<file path="src/rtl/atd_pkg.sv">
package atd_pkg;
    parameter int ADDR_W   = 40;
    parameter int GRAN_LG  = 6;
    parameter int BLK_W    = ADDR_W - GRAN_LG;
    parameter int NWAY     = 8;
    parameter int SLOT_W   = 4;
    parameter int LIST_W   = NWAY * SLOT_W;
    parameter int WAY_W    = $clog2(NWAY);
    parameter int CODE_W   = 2;
    parameter int MAP_W    = 3;
    parameter int NCHAN    = 3;
    parameter int MAP_BITS = NCHAN * MAP_W;
    parameter int XOR_LSB  = 16;
    parameter int MIR_B0   = 6;
    parameter int MIR_B1   = 12;
    parameter int MIR_B2   = 24;

    typedef enum logic [1:0] {
        WAY_DIRECT = 2'd0,
        WAY_XOR    = 2'd1,
        WAY_MOD3   = 2'd2,
        WAY_RSVD   = 2'd3
    } way_mode_e;

    typedef struct packed {
        logic              en;
        logic [BLK_W-1:0]  limit;
        logic [1:0]        mode;
        logic [LIST_W-1:0] list;
    } rule_t;

    typedef struct packed {
        logic              valid;
        logic              miss;
        logic [CODE_W-1:0] target;
    } rsp_t;

    // Residue modulo 3 by summing base-4 digits (4 = 1 mod 3), then folding.
    function automatic logic [1:0] mod3_of(input logic [BLK_W-1:0] v);
        logic [BLK_W:0] p;
        logic [7:0]     s;
        logic [3:0]     s2;
        logic [2:0]     r;
        p = {1'b0, v};
        s = '0;
        for (int i = 0; i < BLK_W; i += 2) s = s + 8'(p[i +: 2]);
        s2 = 4'(s[1:0]) + 4'(s[3:2]) + 4'(s[5:4]) + 4'(s[7:6]);
        r  = 3'(s2[1:0]) + 3'(s2[3:2]);
        if (r >= 3'd3) r = r - 3'd3;
        if (r >= 3'd3) r = r - 3'd3;
        return r[1:0];
    endfunction
endpackage

</file>
<file path="src/rtl/atd_rule_bank.sv">
module atd_rule_bank
    import atd_pkg::*;
#(
    parameter int N_RULES = 8,
    parameter int IDX_W   = $clog2(N_RULES)
) (
    input  logic             clk,
    input  logic             rst_n,
    input  logic             wr_en,
    input  logic [IDX_W-1:0] wr_idx,
    input  rule_t            wr_rule,
    input  logic [BLK_W-1:0] blk,
    output logic             hit,
    output rule_t            hit_rule
);
    rule_t            rules_d [N_RULES];
    rule_t            rules_q [N_RULES];
    logic [BLK_W-1:0] base_lim [N_RULES];
    logic [N_RULES-1:0] match;

    always_comb begin
        rules_d = rules_q;
        if (wr_en) rules_d[wr_idx] = wr_rule;
    end

    always_ff @(posedge clk) begin
        for (int i = 0; i < N_RULES; i++) begin
            if (!rst_n) rules_q[i] <= '0;
            else        rules_q[i] <= rules_d[i];
        end
    end

    for (genvar g = 0; g < N_RULES; g++) begin : g_rule
        if (g == 0) begin : g_first
            assign base_lim[g] = '0;
        end else begin : g_chain
            assign base_lim[g] = rules_q[g-1].limit;
        end
        assign match[g] = rules_q[g].en && (blk >= base_lim[g]) && (blk < rules_q[g].limit);
    end

    // Lowest index wins.
    always_comb begin
        hit      = 1'b0;
        hit_rule = '0;
        for (int i = N_RULES - 1; i >= 0; i--) begin
            if (match[i]) begin
                hit      = 1'b1;
                hit_rule = rules_q[i];
            end
        end
    end

    assert_write_lands_R13: assert property (@(posedge clk) disable iff (!rst_n)
        wr_en |=> rules_q[$past(wr_idx)] == $past(wr_rule));

    assert_hit_enabled_R2: assert property (@(posedge clk) disable iff (!rst_n)
        hit |-> hit_rule.en);
endmodule

</file>
<file path="src/rtl/atd_way_calc.sv">
module atd_way_calc
    import atd_pkg::*;
(
    input  logic [ADDR_W-1:0] addr,
    input  logic [1:0]        mode,
    output logic [WAY_W-1:0]  way,
    output logic              mode_ok
);
    logic [WAY_W-1:0] low_bits;
    logic [WAY_W-1:0] high_bits;
    logic [1:0]       resid;

    assign low_bits  = addr[GRAN_LG +: WAY_W];
    assign high_bits = addr[XOR_LSB +: WAY_W];
    assign resid     = mod3_of(addr[ADDR_W-1:GRAN_LG]);

    always_comb begin
        way     = '0;
        mode_ok = 1'b1;
        case (way_mode_e'(mode))
            WAY_DIRECT: way = low_bits;
            WAY_XOR:    way = low_bits ^ high_bits;
            WAY_MOD3:   way = WAY_W'({addr[GRAN_LG], resid});
            default:    mode_ok = 1'b0;
        endcase
    end
endmodule

</file>
<file path="src/rtl/atd_chan_remap.sv">
module atd_chan_remap
    import atd_pkg::*;
(
    input  logic [CODE_W-1:0]   logical,
    input  logic                is_write,
    input  logic                lockstep,
    input  logic [ADDR_W-1:0]   addr,
    input  logic [MAP_BITS-1:0] rd_map,
    input  logic [MAP_BITS-1:0] wr_map,
    output logic [CODE_W-1:0]   phys
);
    localparam int PAD_W = (1 << CODE_W) * MAP_W;

    logic [PAD_W-1:0] map_pad;
    logic [MAP_W-1:0] field;
    logic             mirror_pick;

    assign map_pad     = is_write ? PAD_W'(wr_map) : PAD_W'(rd_map);
    assign field       = map_pad[MAP_W * int'(logical) +: MAP_W];
    assign mirror_pick = addr[MIR_B2] ^ addr[MIR_B1] ^ addr[MIR_B0];

    always_comb begin
        phys = logical;
        if (!lockstep && (int'(logical) < NCHAN)) begin
            case (field)
                3'd1: phys = CODE_W'(0);
                3'd2: phys = CODE_W'(1);
                3'd4: phys = CODE_W'(2);
                3'd5: phys = CODE_W'(0);
                3'd6: phys = CODE_W'(1);
                3'd3: if (!is_write) phys = CODE_W'(mirror_pick);
                default: phys = logical;
            endcase
        end
    end
endmodule

</file>
<file path="src/rtl/addr_target_decoder.sv">
module addr_target_decoder
    import atd_pkg::*;
#(
    parameter int N_RULES = 8,
    parameter int IDX_W   = $clog2(N_RULES)
) (
    input  logic                clk,
    input  logic                rst_n,
    input  logic                cfg_we,
    input  logic [IDX_W-1:0]    cfg_idx,
    input  logic                cfg_enable,
    input  logic [BLK_W-1:0]    cfg_limit,
    input  logic [1:0]          cfg_mode,
    input  logic [LIST_W-1:0]   cfg_list,
    input  logic                ctl_chan_level,
    input  logic                ctl_lockstep,
    input  logic [MAP_BITS-1:0] ctl_rd_map,
    input  logic [MAP_BITS-1:0] ctl_wr_map,
    input  logic                req_valid,
    input  logic [ADDR_W-1:0]   req_addr,
    input  logic                req_write,
    output logic                rsp_valid,
    output logic                rsp_miss,
    output logic [CODE_W-1:0]   rsp_target
);
    rule_t             wr_rule;
    logic              bank_hit;
    rule_t             hit_rule;
    logic [WAY_W-1:0]  way;
    logic              mode_ok;
    logic [CODE_W-1:0] slot_code;
    logic [CODE_W-1:0] phys;
    rsp_t              rsp_d, rsp_q;

    assign wr_rule = '{en: cfg_enable, limit: cfg_limit, mode: cfg_mode, list: cfg_list};

    atd_rule_bank #(.N_RULES(N_RULES), .IDX_W(IDX_W)) u_bank (
        .clk      (clk),
        .rst_n    (rst_n),
        .wr_en    (cfg_we),
        .wr_idx   (cfg_idx),
        .wr_rule  (wr_rule),
        .blk      (req_addr[ADDR_W-1:GRAN_LG]),
        .hit      (bank_hit),
        .hit_rule (hit_rule)
    );

    atd_way_calc u_way (
        .addr    (req_addr),
        .mode    (hit_rule.mode),
        .way     (way),
        .mode_ok (mode_ok)
    );

    assign slot_code = hit_rule.list[SLOT_W * int'(way) +: CODE_W];

    atd_chan_remap u_remap (
        .logical  (slot_code),
        .is_write (req_write),
        .lockstep (ctl_lockstep),
        .addr     (req_addr),
        .rd_map   (ctl_rd_map),
        .wr_map   (ctl_wr_map),
        .phys     (phys)
    );

    always_comb begin
        rsp_d       = '0;
        rsp_d.valid = req_valid;
        if (req_valid) begin
            if (!bank_hit || !mode_ok) begin
                rsp_d.miss = 1'b1;
            end else if (ctl_chan_level) begin
                rsp_d.target = phys;
            end else if (slot_code == CODE_W'(1)) begin
                rsp_d.target = CODE_W'(0);
            end else if (slot_code == CODE_W'(2)) begin
                rsp_d.target = CODE_W'(1);
            end else begin
                rsp_d.miss = 1'b1;
            end
        end
    end

    always_ff @(posedge clk) begin
        if (!rst_n) rsp_q <= '0;
        else        rsp_q <= rsp_d;
    end

    assign rsp_valid  = rsp_q.valid;
    assign rsp_miss   = rsp_q.miss;
    assign rsp_target = rsp_q.target;

    assert_rsp_follows_req_R12: assert property (@(posedge clk) disable iff (!rst_n)
        req_valid |=> rsp_valid);

    assert_rsp_idle_R12: assert property (@(posedge clk) disable iff (!rst_n)
        !req_valid |=> !rsp_valid);

    assert_no_rule_miss_R2: assert property (@(posedge clk) disable iff (!rst_n)
        (req_valid && !bank_hit) |=> rsp_miss);

    assert_rsvd_mode_miss_R6: assert property (@(posedge clk) disable iff (!rst_n)
        (req_valid && bank_hit && hit_rule.mode == 2'd3) |=> rsp_miss);

    assert_mod3_way_R5: assert property (@(posedge clk) disable iff (!rst_n)
        (req_valid && bank_hit && hit_rule.mode == 2'd2) |-> (way[1:0] != 2'd3));

    assert_socket_range_R8: assert property (@(posedge clk) disable iff (!rst_n)
        (req_valid && !ctl_chan_level) |=> (rsp_miss || rsp_target <= CODE_W'(1)));

    assert_lockstep_keep_R11: assert property (@(posedge clk) disable iff (!rst_n)
        (req_valid && ctl_chan_level && ctl_lockstep && bank_hit && mode_ok)
        |=> (!rsp_miss && rsp_target == $past(slot_code)));
endmodule

</file>
<file path="config.mk">
export PLATFORM = sky130hd
export DESIGN_NAME = addr_target_decoder
export DESIGN_NICKNAME = d
export VERILOG_FILES = /design/src/rtl/atd_pkg.sv /design/src/rtl/atd_rule_bank.sv /design/src/rtl/atd_way_calc.sv /design/src/rtl/atd_chan_remap.sv /design/src/rtl/addr_target_decoder.sv
export SDC_FILE = /design/constraint.sdc
export NUM_CORES = 1
export LEC_CHECK = 0
export BUFFER_PORTS_ARGS = -buffer_cell sky130_fd_sc_hd__buf_4
export CAP_MARGIN = 20
export CELL_PAD_IN_SITES_DETAIL_PLACEMENT = 2
export CELL_PAD_IN_SITES_GLOBAL_PLACEMENT = 2
export CORE_ASPECT_RATIO = 0.8
export CORE_UTILIZATION = 40
export CTS_CLUSTER_DIAMETER = 100
export DETAILED_ROUTE_END_ITERATION = 6
export PLACE_DENSITY_LB_ADDON = 0.1
export SLEW_MARGIN = 20
export SYNTH_ARGS = -nofsm -noshare
export SYNTH_HDL_FRONTEND = slang
export SYNTH_SLANG_ARGS = --single-unit
</file>
<file path="constraint.sdc">
create_clock -name clk -period 19 [get_ports clk]
set_clock_uncertainty 0.2 [all_clocks]
set_input_delay 0.95 -clock clk [delete_from_list [all_inputs] [get_ports clk]]
set_output_delay 0.95 -clock clk [all_outputs]
set_load 0.1 [all_outputs]
</file>
==> results by group <==
Outcome
  – Status: completed

Job
  – Max cap viols: 0

Placed design
  – Final estimated routing congestion in global placement: 0.879
  – Setup slack after placement: 5.81 ns
  – Port bufs: 118
  – Post-DP HPWL: 71.6 mm

Worst setup path
  – CP Class: input pin to register
  – Worst-case register-to-register setup slack: 11.11 ns
  – Required time of the critical path: 19.28 ns
  – Most used cell, CP: fa_1
  – CP arrival: 12.87 ns
  – Stage delay of the slowest cell on the critical path: 0.56 ns
  – Startpoint class of the critical path: input pin
  – Buf/Inv on CP: 9
  – Kind of end point of the critical path: register
  – Cell at the slowest stage of the critical path: fa_1
  – CP Max Fanout: 13
  – Kind of cell adding the most delay to the critical path: adder cells

Floorplanning
  – Die area: 0.0668 mm²
  – Starting Density: 0.407
  – Die height: 231 µm
  – Floorplan row count: 83
  – Chip width: 289 µm
  – Boundary pin count: 141
  – Area inside the core boundary: 0.0646 mm²

Synth
  – Number of enable-type register cells in the synthesized netlist: 0
  – Seq/Total Area, Yosys: 0.326
  – Fraction of registers with async set or reset after synthesis: 0
  – Avg Synthesized Cell Area: 7.76 µm²
  – Count of state elements after synthesis: 428
  – Yosys warnings: 0
  – Synthesized netlist net count: 3850
  – Main flop type after synthesis: dfxtp_1
  – Cell count after synthesis: 3392
  – Number of unique standard cell types used by synthesis: 85
  – Synth Cell Area: 0.0263 mm²

Global routing
  – Largest net degree at the start of global routing: 146
  – Antenna violations before repair: 1
  – Wire length of the first global-routing pass: 160 mm
  – Vias in the first global route: 27100
  – Aggregate global-route resource usage: 0.314
  – Aggregate global routing overflow: 0

Clocking
  – CTS tree: done
  – Post-CTS Hold Fix Bufs: 0
  – Number of instances resized during post-cts repair: 0
  – Max clock buf depth: 3
  – Num CTS Buffers: 50
  – Register clock-pin slew on the reported worst setup and hold paths: 0.06 ns
  – CTS Root Cell: clkbuf_16
  – Latest clock arrival within the worst-skew pair: 0.61 ns
  – Total clock sinks: 428
  – Number of levels the H-tree was split into: 2
  – Post-CTS setup-driven buffer insertion count: 0

Routing
  – Pre-antenna DRT Iters: 5
  – Top layer in use: met4
  – Detailed-route wire length: 105 mm
  – DRC violation total after the first TritonRoute iteration: 1291
  – Routed met2 length: 49.7 mm
  – Average detailed-routed wire length per instance: 24.7 µm
  – Vias per std cell: 5.74
  – Vias: 24500
  – DR WL met3: 4.84 mm
  – Post-route met1 wirelength: 47.6 mm
  – Final antenna-violating net count: 0
  – Post-route DRC violation count: 0

STA
  – Max-Slew Margin vs Limit: 0.241
  – Shortest clock period the worst path allows after layout: 12.59 ns
  – Period utilisation layout: 0.663
  – Setup repair after global routing missed its margin: false
  – Fmax: 0.0794 GHz
  – Final setup fails: 0
  – Hold Violations, Final: 0
  – Final max-slew violation count: 0
  – Setup total negative slack: 0 ns
  – Smallest setup slack after layout: 6.41 ns
  – Slew at the pin with the worst max-slew slack: 1.13 ns

Power
  – Power per cell area: 196 mW/mm²
  – Worst VDD drop: 0.976 mV
  – Static Leakage: 10.6 nW

Cells and area
  – ANT cells: 0
  – Area delta synth->final: 11.7%
  – Fillers: 7342
  – Ratio of cells with drive above 1 in the final layout: 0.0805
  – Net count of the finished layout: 3840

Worst hold path
  – Class of the most critical hold timing path: register to register
sequential cells by signal, indices dropped and copies added (netlist names):
register / flops
rsp_target: 2
u_bank.rules_q: 186
rsp_valid: 1
u_bank.base_lim: 238
rsp_miss: 1
worst min-delay path: cells and delay by family, from the launching register on:
kind	cells	cell delay, ns
flops	1	0.31
compound gates	1	0.06
simple gates	1	0.05
final cells by class:
type                            count  area (µm²)  area share
Multi-Input combinational cell   2405       15700       0.533
Sequential cell                   428        8570       0.291
Clock buffer                       72        1410      0.0481
Inverter                          345        1290      0.0441
Timing Repair Buffer              152        1150      0.0391
Tap cell                          850        1060      0.0362
Clock inverter                     16         251     0.00856
path summary, 6_finish.rpt:
check	cells past startpoint	startpoint	end
hold reg to reg	2	u_bank.rules_q[275]$_SDFFE_PN0P_	u_bank.rules_q[275]$_SDFFE_PN0P_
hold / removal	2	u_bank.rules_q[275]$_SDFFE_PN0P_	u_bank.rules_q[275]$_SDFFE_PN0P_
setup / recovery	46	req_addr[6]	rsp_target[1]$_SDFF_PP0_
setup reg to reg	22	u_bank.base_lim[236]$_SDFFE_PN0P_	rsp_target[1]$_SDFF_PP0_
through the flow:
step	area (µm²)	utilization	std cells	hold WS [ns]	power [mW]
floorplan	26300	-	3392	0.238	3.78
global placement	27700	0.429	4180	0.246	4.26
detailed placement	27700	0.429	4180	0.259	4.73
CTS	29400	0.455	4268	0.270	5.78
global route	29400	0.455	4268	0.291	6.21
finish	29400	0.455	4268	0.267	5.76
report_power, final:
group          internal (mW)  switching (mW)  total (mW)
sequential             0.917          0.0106       0.927
clock                  0.597           0.415        1.01
combinational           1.58            2.25        3.83
total                   3.09            2.68        5.76
cell usage in the layout (no fill, tap or decap), types with 9 or more instances in the layout:
master | Yosys | final
clkbuf_16 | 0 | 50
buf_4 | 1 | 151
mux2_2 | 12 | 12
o211ai_1 | 21 | 21
a211oi_1 | 16 | 15
mux2i_1 | 17 | 17
inv_1 | 345 | 345
nor3_1 | 26 | 24
o31ai_1 | 9 | 9
nor2b_1 | 14 | 14
a221o_1 | 12 | 12
nand3_1 | 30 | 26
and3_1 | 10 | 10
o21ai_0 | 64 | 64
a21oi_1 | 123 | 123
nor2_1 | 69 | 63
and2_1 | 13 | 13
fa_1 | 31 | 31
o21a_1 | 10 | 10
nand2_1 | 968 | 965
a21boi_0 | 432 | 432
clkbuf_1 | 154 | 14
ha_1 | 290 | 290
nand4_1 | 46 | 46
a21o_1 | 12 | 12
nand2b_1 | 13 | 13
nor4_1 | 13 | 12
dfxtp_1 | 428 | 428
a221oi_1 | 15 | 15
per-layer routing:
layer | vias up | global-route usage
li1 | 11300 | -
met1 | 12600 | 0.410
met2 | 516 | 0.535
met3 | 175 | 0.0411
met4 | 0 | 0.101
met5 | - | 0
cell usage after synthesis, drive strengths merged (9+ instances only):
library cell / count / area share
inv: 345 / 0.049
a21oi: 123 / 0.023
a221o: 12 / 0.0046
nand3: 31 / 0.0061
nand2: 969 / 0.14
o21a: 10 / 0.0029
a221oi: 15 / 0.0050
a31o: 9 / 0.0030
and2: 13 / 0.0031
mux2i: 18 / 0.0073
a211oi: 17 / 0.0050
nor2b: 14 / 0.0033
nor4: 13 / 0.0031
fa: 31 / 0.024
mux2: 13 / 0.0056
nand2b: 13 / 0.0031
nor3: 26 / 0.0049
nor2: 70 / 0.010
o21ai: 67 / 0.013
nand4: 46 / 0.011
and3: 11 / 0.0028
o31ai: 10 / 0.0030
dfxtp: 428 / 0.33
a21boi: 432 / 0.12
ha: 290 / 0.14
o211ai: 21 / 0.0060
a21o: 12 / 0.0034
clkbuf: 207 / 0.032
cell families after synthesis:
group,Yosys count,synth area share
xor+xnor,8,0.00266
mux,31,0.0129
buf+inv,559,0.0829
flops,428,0.326
fa+ha+maj,321,0.162
compound gates,809,0.220
simple gates,1236,0.195
(Power assumes the default switching activity.)
